<file path="config.mk">
export PLATFORM = sky130hd
export DESIGN_NAME = raid5_ctrl
export DESIGN_NICKNAME = d
export VERILOG_FILES = /design/src/rtl/raid5_pkg.sv /design/src/rtl/raid5_map.sv /design/src/rtl/raid5_seq.sv /design/src/rtl/raid5_ctrl.sv
export SDC_FILE = /design/constraint.sdc
export NUM_CORES = 1
export LEC_CHECK = 0
export CAP_MARGIN = 20
export CORE_MARGIN = 2
export CORE_UTILIZATION = 31
export CTS_CLUSTER_DIAMETER = 80
export DETAILED_ROUTE_END_ITERATION = 7
export GPL_TIMING_DRIVEN = 0
export HOLD_SLACK_MARGIN = 0.15
export SYNTH_ARGS = -nofsm -noshare
export SYNTH_HDL_FRONTEND = slang
export SYNTH_SLANG_ARGS = --single-unit
</file>
<file path="constraint.sdc">
create_clock -name clk -period 5 [get_ports clk]
set_input_delay 1 -clock clk [delete_from_list [all_inputs] [get_ports clk]]
set_output_delay 1 -clock clk [all_outputs]
set_load 0.01 [all_outputs]
</file>
<file path="src/rtl/raid5_pkg.sv">
package raid5_pkg;
    localparam int NDISK = 5;
    localparam int SLOTS = NDISK - 1;

    typedef logic [2:0] disk_t;
    typedef logic [NDISK-1:0] dmask_t;

    typedef enum logic [1:0] {
        ST_IDLE  = 2'd0,
        ST_READ  = 2'd1,
        ST_WRITE = 2'd2,
        ST_DONE  = 2'd3
    } state_e;

    typedef struct packed {
        disk_t data_disk;
        disk_t par_disk;
    } place_t;

    function automatic disk_t parity_for(input int unsigned stripe_mod);
        return disk_t'(NDISK - 1 - stripe_mod);
    endfunction

    function automatic disk_t slot_to_disk(input logic [1:0] slot, input disk_t pd);
        disk_t s;
        s = disk_t'(slot);
        return (s < pd) ? s : disk_t'(s + 3'd1);
    endfunction

    function automatic dmask_t onehot(input disk_t d);
        return dmask_t'(1) << d;
    endfunction
endpackage

</file>
<file path="src/rtl/raid5_map.sv">
module raid5_map
    import raid5_pkg::*;
#(
    parameter int SW = 4,
    localparam int LW = SW + 2
) (
    input  logic [LW-1:0] lba,
    output logic [SW-1:0] stripe,
    output place_t        place
);
    int unsigned rot;

    always_comb begin
        stripe          = lba[LW-1:2];
        rot             = int'(stripe) % NDISK;
        place.par_disk  = parity_for(rot);
        place.data_disk = slot_to_disk(lba[1:0], place.par_disk);
    end
endmodule

</file>
<file path="src/rtl/raid5_seq.sv">
module raid5_seq
    import raid5_pkg::*;
#(
    parameter int DW = 16,
    parameter int SW = 4
) (
    input  logic                clk,
    input  logic                rst,
    input  logic                req_valid,
    output logic                req_ready,
    input  logic                req_write,
    input  logic [DW-1:0]       req_wdata,
    input  logic [SW-1:0]       map_stripe,
    input  place_t              map_place,
    input  logic                fail_valid,
    input  disk_t               fail_disk,
    output logic                done,
    output logic                done_err,
    output logic [DW-1:0]       done_rdata,
    output dmask_t              dk_req,
    output dmask_t              dk_we,
    output logic [SW-1:0]       dk_addr,
    output logic [NDISK*DW-1:0] dk_wdata,
    input  dmask_t              dk_ack,
    input  logic [NDISK*DW-1:0] dk_rdata
);
    state_e        st_q;
    logic          wr_q;
    place_t        pl_q;
    logic [DW-1:0] new_q;
    logic [DW-1:0] acc_q;
    dmask_t        pend_q;
    logic          err_q;

    dmask_t        hit;
    dmask_t        left;
    logic [DW-1:0] acc_nx;
    logic          bad_wr;
    logic          degraded;
    dmask_t        pair;

    always_comb begin
        hit    = dk_ack & pend_q;
        left   = pend_q & ~dk_ack;
        acc_nx = acc_q;
        for (int i = 0; i < NDISK; i++) begin
            if (hit[i]) acc_nx = acc_nx ^ dk_rdata[i*DW +: DW];
        end
        bad_wr   = fail_valid && (fail_disk == map_place.data_disk ||
                                  fail_disk == map_place.par_disk);
        degraded = fail_valid && (fail_disk == map_place.data_disk);
        pair     = onehot(pl_q.data_disk) | onehot(pl_q.par_disk);
    end

    assign req_ready  = (st_q == ST_IDLE);
    assign done       = (st_q == ST_DONE);
    assign done_err   = err_q;
    assign done_rdata = acc_q;

    always_ff @(posedge clk) begin
        if (rst) begin
            st_q     <= ST_IDLE;
            wr_q     <= 1'b0;
            pl_q     <= '0;
            new_q    <= '0;
            acc_q    <= '0;
            pend_q   <= '0;
            err_q    <= 1'b0;
            dk_req   <= '0;
            dk_we    <= '0;
            dk_addr  <= '0;
            dk_wdata <= '0;
        end else begin
            dk_req <= '0;
            case (st_q)
                ST_IDLE: begin
                    if (req_valid) begin
                        wr_q    <= req_write;
                        pl_q    <= map_place;
                        new_q   <= req_wdata;
                        dk_addr <= map_stripe;
                        dk_we   <= '0;
                        if (req_write && bad_wr) begin
                            err_q <= 1'b1;
                            acc_q <= '0;
                            st_q  <= ST_DONE;
                        end else if (req_write) begin
                            dk_req <= onehot(map_place.data_disk) | onehot(map_place.par_disk);
                            pend_q <= onehot(map_place.data_disk) | onehot(map_place.par_disk);
                            acc_q  <= req_wdata;
                            st_q   <= ST_READ;
                        end else if (degraded) begin
                            dk_req <= ~onehot(map_place.data_disk);
                            pend_q <= ~onehot(map_place.data_disk);
                            acc_q  <= '0;
                            st_q   <= ST_READ;
                        end else begin
                            dk_req <= onehot(map_place.data_disk);
                            pend_q <= onehot(map_place.data_disk);
                            acc_q  <= '0;
                            st_q   <= ST_READ;
                        end
                    end
                end
                ST_READ: begin
                    acc_q  <= acc_nx;
                    pend_q <= left;
                    if (left == '0) begin
                        if (wr_q) begin
                            dk_req <= pair;
                            dk_we  <= pair;
                            pend_q <= pair;
                            for (int i = 0; i < NDISK; i++) begin
                                dk_wdata[i*DW +: DW] <= (disk_t'(i) == pl_q.par_disk) ? acc_nx : new_q;
                            end
                            st_q <= ST_WRITE;
                        end else begin
                            st_q <= ST_DONE;
                        end
                    end
                end
                ST_WRITE: begin
                    pend_q <= left;
                    if (left == '0) st_q <= ST_DONE;
                end
                default: begin
                    err_q <= 1'b0;
                    st_q  <= ST_IDLE;
                end
            endcase
        end
    end
endmodule

</file>
<file path="src/rtl/raid5_ctrl.sv">
module raid5_ctrl
    import raid5_pkg::*;
#(
    parameter int DW = 16,
    parameter int SW = 4,
    localparam int LW = SW + 2
) (
    input  logic                clk,
    input  logic                rst,
    input  logic                req_valid,
    output logic                req_ready,
    input  logic                req_write,
    input  logic [LW-1:0]       req_lba,
    input  logic [DW-1:0]       req_wdata,
    input  logic                fail_valid,
    input  logic [2:0]          fail_disk,
    output logic                done,
    output logic                done_err,
    output logic [DW-1:0]       done_rdata,
    output logic [NDISK-1:0]    dk_req,
    output logic [NDISK-1:0]    dk_we,
    output logic [NDISK*SW-1:0] dk_addr,
    output logic [NDISK*DW-1:0] dk_wdata,
    input  logic [NDISK-1:0]    dk_ack,
    input  logic [NDISK*DW-1:0] dk_rdata
);
    logic [SW-1:0] stripe;
    place_t        place;
    logic [SW-1:0] addr_one;

    raid5_map #(.SW(SW)) u_map (
        .lba    (req_lba),
        .stripe (stripe),
        .place  (place)
    );

    raid5_seq #(.DW(DW), .SW(SW)) u_seq (
        .clk        (clk),
        .rst        (rst),
        .req_valid  (req_valid),
        .req_ready  (req_ready),
        .req_write  (req_write),
        .req_wdata  (req_wdata),
        .map_stripe (stripe),
        .map_place  (place),
        .fail_valid (fail_valid),
        .fail_disk  (fail_disk),
        .done       (done),
        .done_err   (done_err),
        .done_rdata (done_rdata),
        .dk_req     (dk_req),
        .dk_we      (dk_we),
        .dk_addr    (addr_one),
        .dk_wdata   (dk_wdata),
        .dk_ack     (dk_ack),
        .dk_rdata   (dk_rdata)
    );

    for (genvar g = 0; g < NDISK; g++) begin : g_addr
        assign dk_addr[g*SW +: SW] = addr_one;
    end
endmodule

</file>
==> results of run 1 <==
-- logic make-up after synthesis --
logic type / Yosys count / share of synthesized area, %
buffers and inverters: 118 / 6.46
xor gates and xnor gates: 89 / 10.1
DFF: 141 / 36.0
adders and majority gates: 15 / 2.40
muxes: 7 / 0.911
and+or+nand+nor: 409 / 21.6
AOI/OAI and AO/OA: 276 / 22.4
-- routing by layer --
| metal | global-route usage (%) | up-vias | share of wire [%] | routed length, um |
|---|---|---|---|---|
| li1 | - | 4150 | - | - |
| met1 | 27.8 | 3841 | 42 | 12700 |
| met2 | 37.2 | 388 | 47 | 14100 |
| met3 | 5.37 | 43 | 8.4 | 2520 |
| met4 | 5.95 | 0 | 1.9 | 575 |
| met5 | 0 | - | 0 | 0 |
-- tightest hold or removal path: stages, from the launching register on --
cell     delay [ns]
dfxtp_1        0.32
nand2_1        0.06
a21oi_1        0.05
-- what timing repair did --
| action | 4_1_cts | 5_1_grt |
|---|---|---|
| resized for setup | 9 | 16 |
| setup buffers | 9 | 2 |
| hold buffers | 0 | 0 |
| pin swaps | 7 | 1 |
| endpoints found under the setup margin | 28 | 26 |
-- worst paths after layout --
| kind | from | to | cells past startpoint |
|---|---|---|---|
| worst min-delay path | u_seq.pl_q[5] | u_seq.pl_q[5] | 2 |
| worst min register to register | u_seq.pl_q[5] | u_seq.pl_q[5] | 2 |
| worst max-delay path | req_lba[4] | u_seq.done_rdata[9] | 23 |
| worst max register to register | u_seq.pend_q[3] | u_seq.dk_wdata[35] | 10 |
-- flip-flops by register name (all words and copies together) (netlist names) --
register	count
u_seq.dk_wdata	80
u_seq.done_rdata	16
u_seq.new_q	16
u_seq.pl_q	6
u_seq.dk_req	5
u_seq.dk_we	5
u_seq.pend_q	5
u_seq.dk_addr	4
u_seq.st_q	2
u_seq.done_err	1
u_seq.wr_q	1
-- through the flow --
| step | util, % | setup WS [ns] | instances | hold slack (ns) | area (um2) |
|---|---|---|---|---|---|
| 5_1_grt | 46.1 | 0.110 | 1671 | 0.515 | 11500 |
| 2_1_floorplan | - | 0.180 | 1055 | 0.450 | 7830 |
| 3_5_place_dp | 42.7 | -1.32 | 1627 | 0.470 | 10700 |
| 4_1_cts | 45.8 | 0.0624 | 1667 | 0.478 | 11400 |
| 3_3_place_gp | 42.7 | -1.28 | 1627 | 0.466 | 10700 |
| 6_report | 46.1 | 0.355 | 1671 | 0.478 | 11500 |
-- power breakdown --
group          internal [uW]  total, uW  switching, uW  leakage (uW)
combinational            841       2260           1420       0.00253
sequential              1250       1410            161       0.00114
clock                    911       1410            496      0.000317
total                   3010       5080           2080       0.00399
-- layout make-up --
type                       count  area share [%]
inverter                      23           0.750
multi-input combinational    796            39.9
buffer                        95            3.66
antenna                        1          0.0217
tap                          330            3.59
clock buffer                  21            4.00
sequential                   141            24.5
timing repair buffer         254            21.9
clock inverter                10            1.62
-- cell usage in the layout (no fill, tap or decap), types with 23 or more instances in the layout --
cell type        instances
a211oi_1                82
a21oi_1                116
buf_4                   26
clkbuf_1                69
clkdlybuf4s50_1        238
dfxtp_1                141
inv_1                   23
nand2_1                134
nor2_1                 213
nor3_1                  29
o21ai_0                 23
xnor2_1                 68
==> metrics, run 1 <==
outcome finished, final reports clean; startpoint types input port; EDFF count, synth 0; clk_skew 0.0129 ns; top cells by count, synth nor2_1 (215), dfxtp_1 (141), nand2_1 (134); Largest delay share family, worst path compound AO/OA/AOI/OAI gates; cell area after synthesis 7830 um2; FILL cells 2,558; DPL Wire Length 23,300 um; # port buffers 242; largest net degree at the start of global routing 17; FFs w/ async S/R, synth 0%; most common cell in the netlist nor2_1; worst endpoint required time 5.29 ns; CTS buffer count 17; via count 8,422; GPL Wtd Cong 0.892; Ports 244; Worst Tran Pin Value 1.06 ns; Gate Count Post-Synth 1,055; multi-input logic area 4600 um2; Max FO, Critical Path 10; Pwr Density 442 nW/um2; Seq. cell area 2820 um2; maximum vdd drop 0.245 mV; R2R Setup Slk 1.78 ns; synth top area cells dfxtp_1 (36%), nor2_1 (10%), a211oi_1 (7.9%), xnor2_1 (7.7%), a21oi_1 (7.5%); Die W 163 um; Synth Flop Type dfxtp_1; Pre-antenna DRT Iters 5; All-Layer GR Usage 22.0%; Yosys top cell area share 36.0%; post-synth cell types 48; CTS tree yes; Pleak 0.00399 uW; Synth Register Bits 141; clock sink count 141; Fin. Hold Viols 0; Seq/Total Area, Yosys 36.0%; CP Capture Type flop; Die Y 163 um; total wire length 29,900 um; clk_lat worst skew 0.43 ns; DRT antenna net count 0; initial core utilization 31.4%; Crit Path Category in -> reg; Slew Limit Fails 0; setup TNS 0 ns; final setup vio count 0; worst hold path class reg -> reg; share of post-route cells with drive strength above 1 6.04%; Initial DRC Count 806; initial antenna violation count 1; Slew HR 29.0%; Wirelength per Cell 17.9 um; Max Clk Rate 215 MHz; routed vias/inst 5.04; Clock transition at path regs 0.06 ns; number of global-route vias before repair 7,736; DRC viols 0; htree depth 4; total of max-cap violations 0; row count 58; crit path DAT 4.93 ns; worst path cell trace clkbuf_2 > inv_1 > ha_1 > nor2_2 > nand2_1 > nand2_1 > a21oi_2 > ha_1 > inv_1 > nor2_1 > o21ai_2 > mux2i_2 > inv_1 > ha_2 > xor2_4 > o21ai_0 > o31a_1 > xnor2_1 > or3_1 > a21o_1 > clkbuf_4 > a41oi_1 > nor3_1; grt total ovfl 0; Avg Inst Size Synth 7.42 um2; crit-path max cell delay 0.42 ns; Critical Path Most Common Cell inv_1; die area 26,500 um2; first-pass GRT wire length 44,300 um; Final Cycle Share 92.9%; Syn. warnings 0; CP Buf/Inv Count 5; Layout Nets 1,458; Clock Root Buffer clkbuf_16; slowest CP cell or3_1; leading area contributor after synthesis dfxtp_1; Max clock buf depth 2; unrepaired setup endpoints after global routing no; Power Total 5080 uW; Syn Nets 1,185; Syn-to-layout area delta 47.0%; total core area 25,000 um2; min Tclk post-route 4.64 ns
No activity file was read; power rests on OpenSTA's default activity.
==> run 2, diff against run 1 <==
--- a/config.mk
+++ b/config.mk
@@ -11,7 +11,6 @@
 export CTS_CLUSTER_DIAMETER = 80
 export DETAILED_ROUTE_END_ITERATION = 7
 export GPL_TIMING_DRIVEN = 0
-export HOLD_SLACK_MARGIN = 0.15
 export SYNTH_ARGS = -nofsm -noshare
 export SYNTH_HDL_FRONTEND = slang
 export SYNTH_SLANG_ARGS = --single-unit
==> results of run 2 <==
Same layout as run 1: the final DEF is identical, and so are final timing and power.
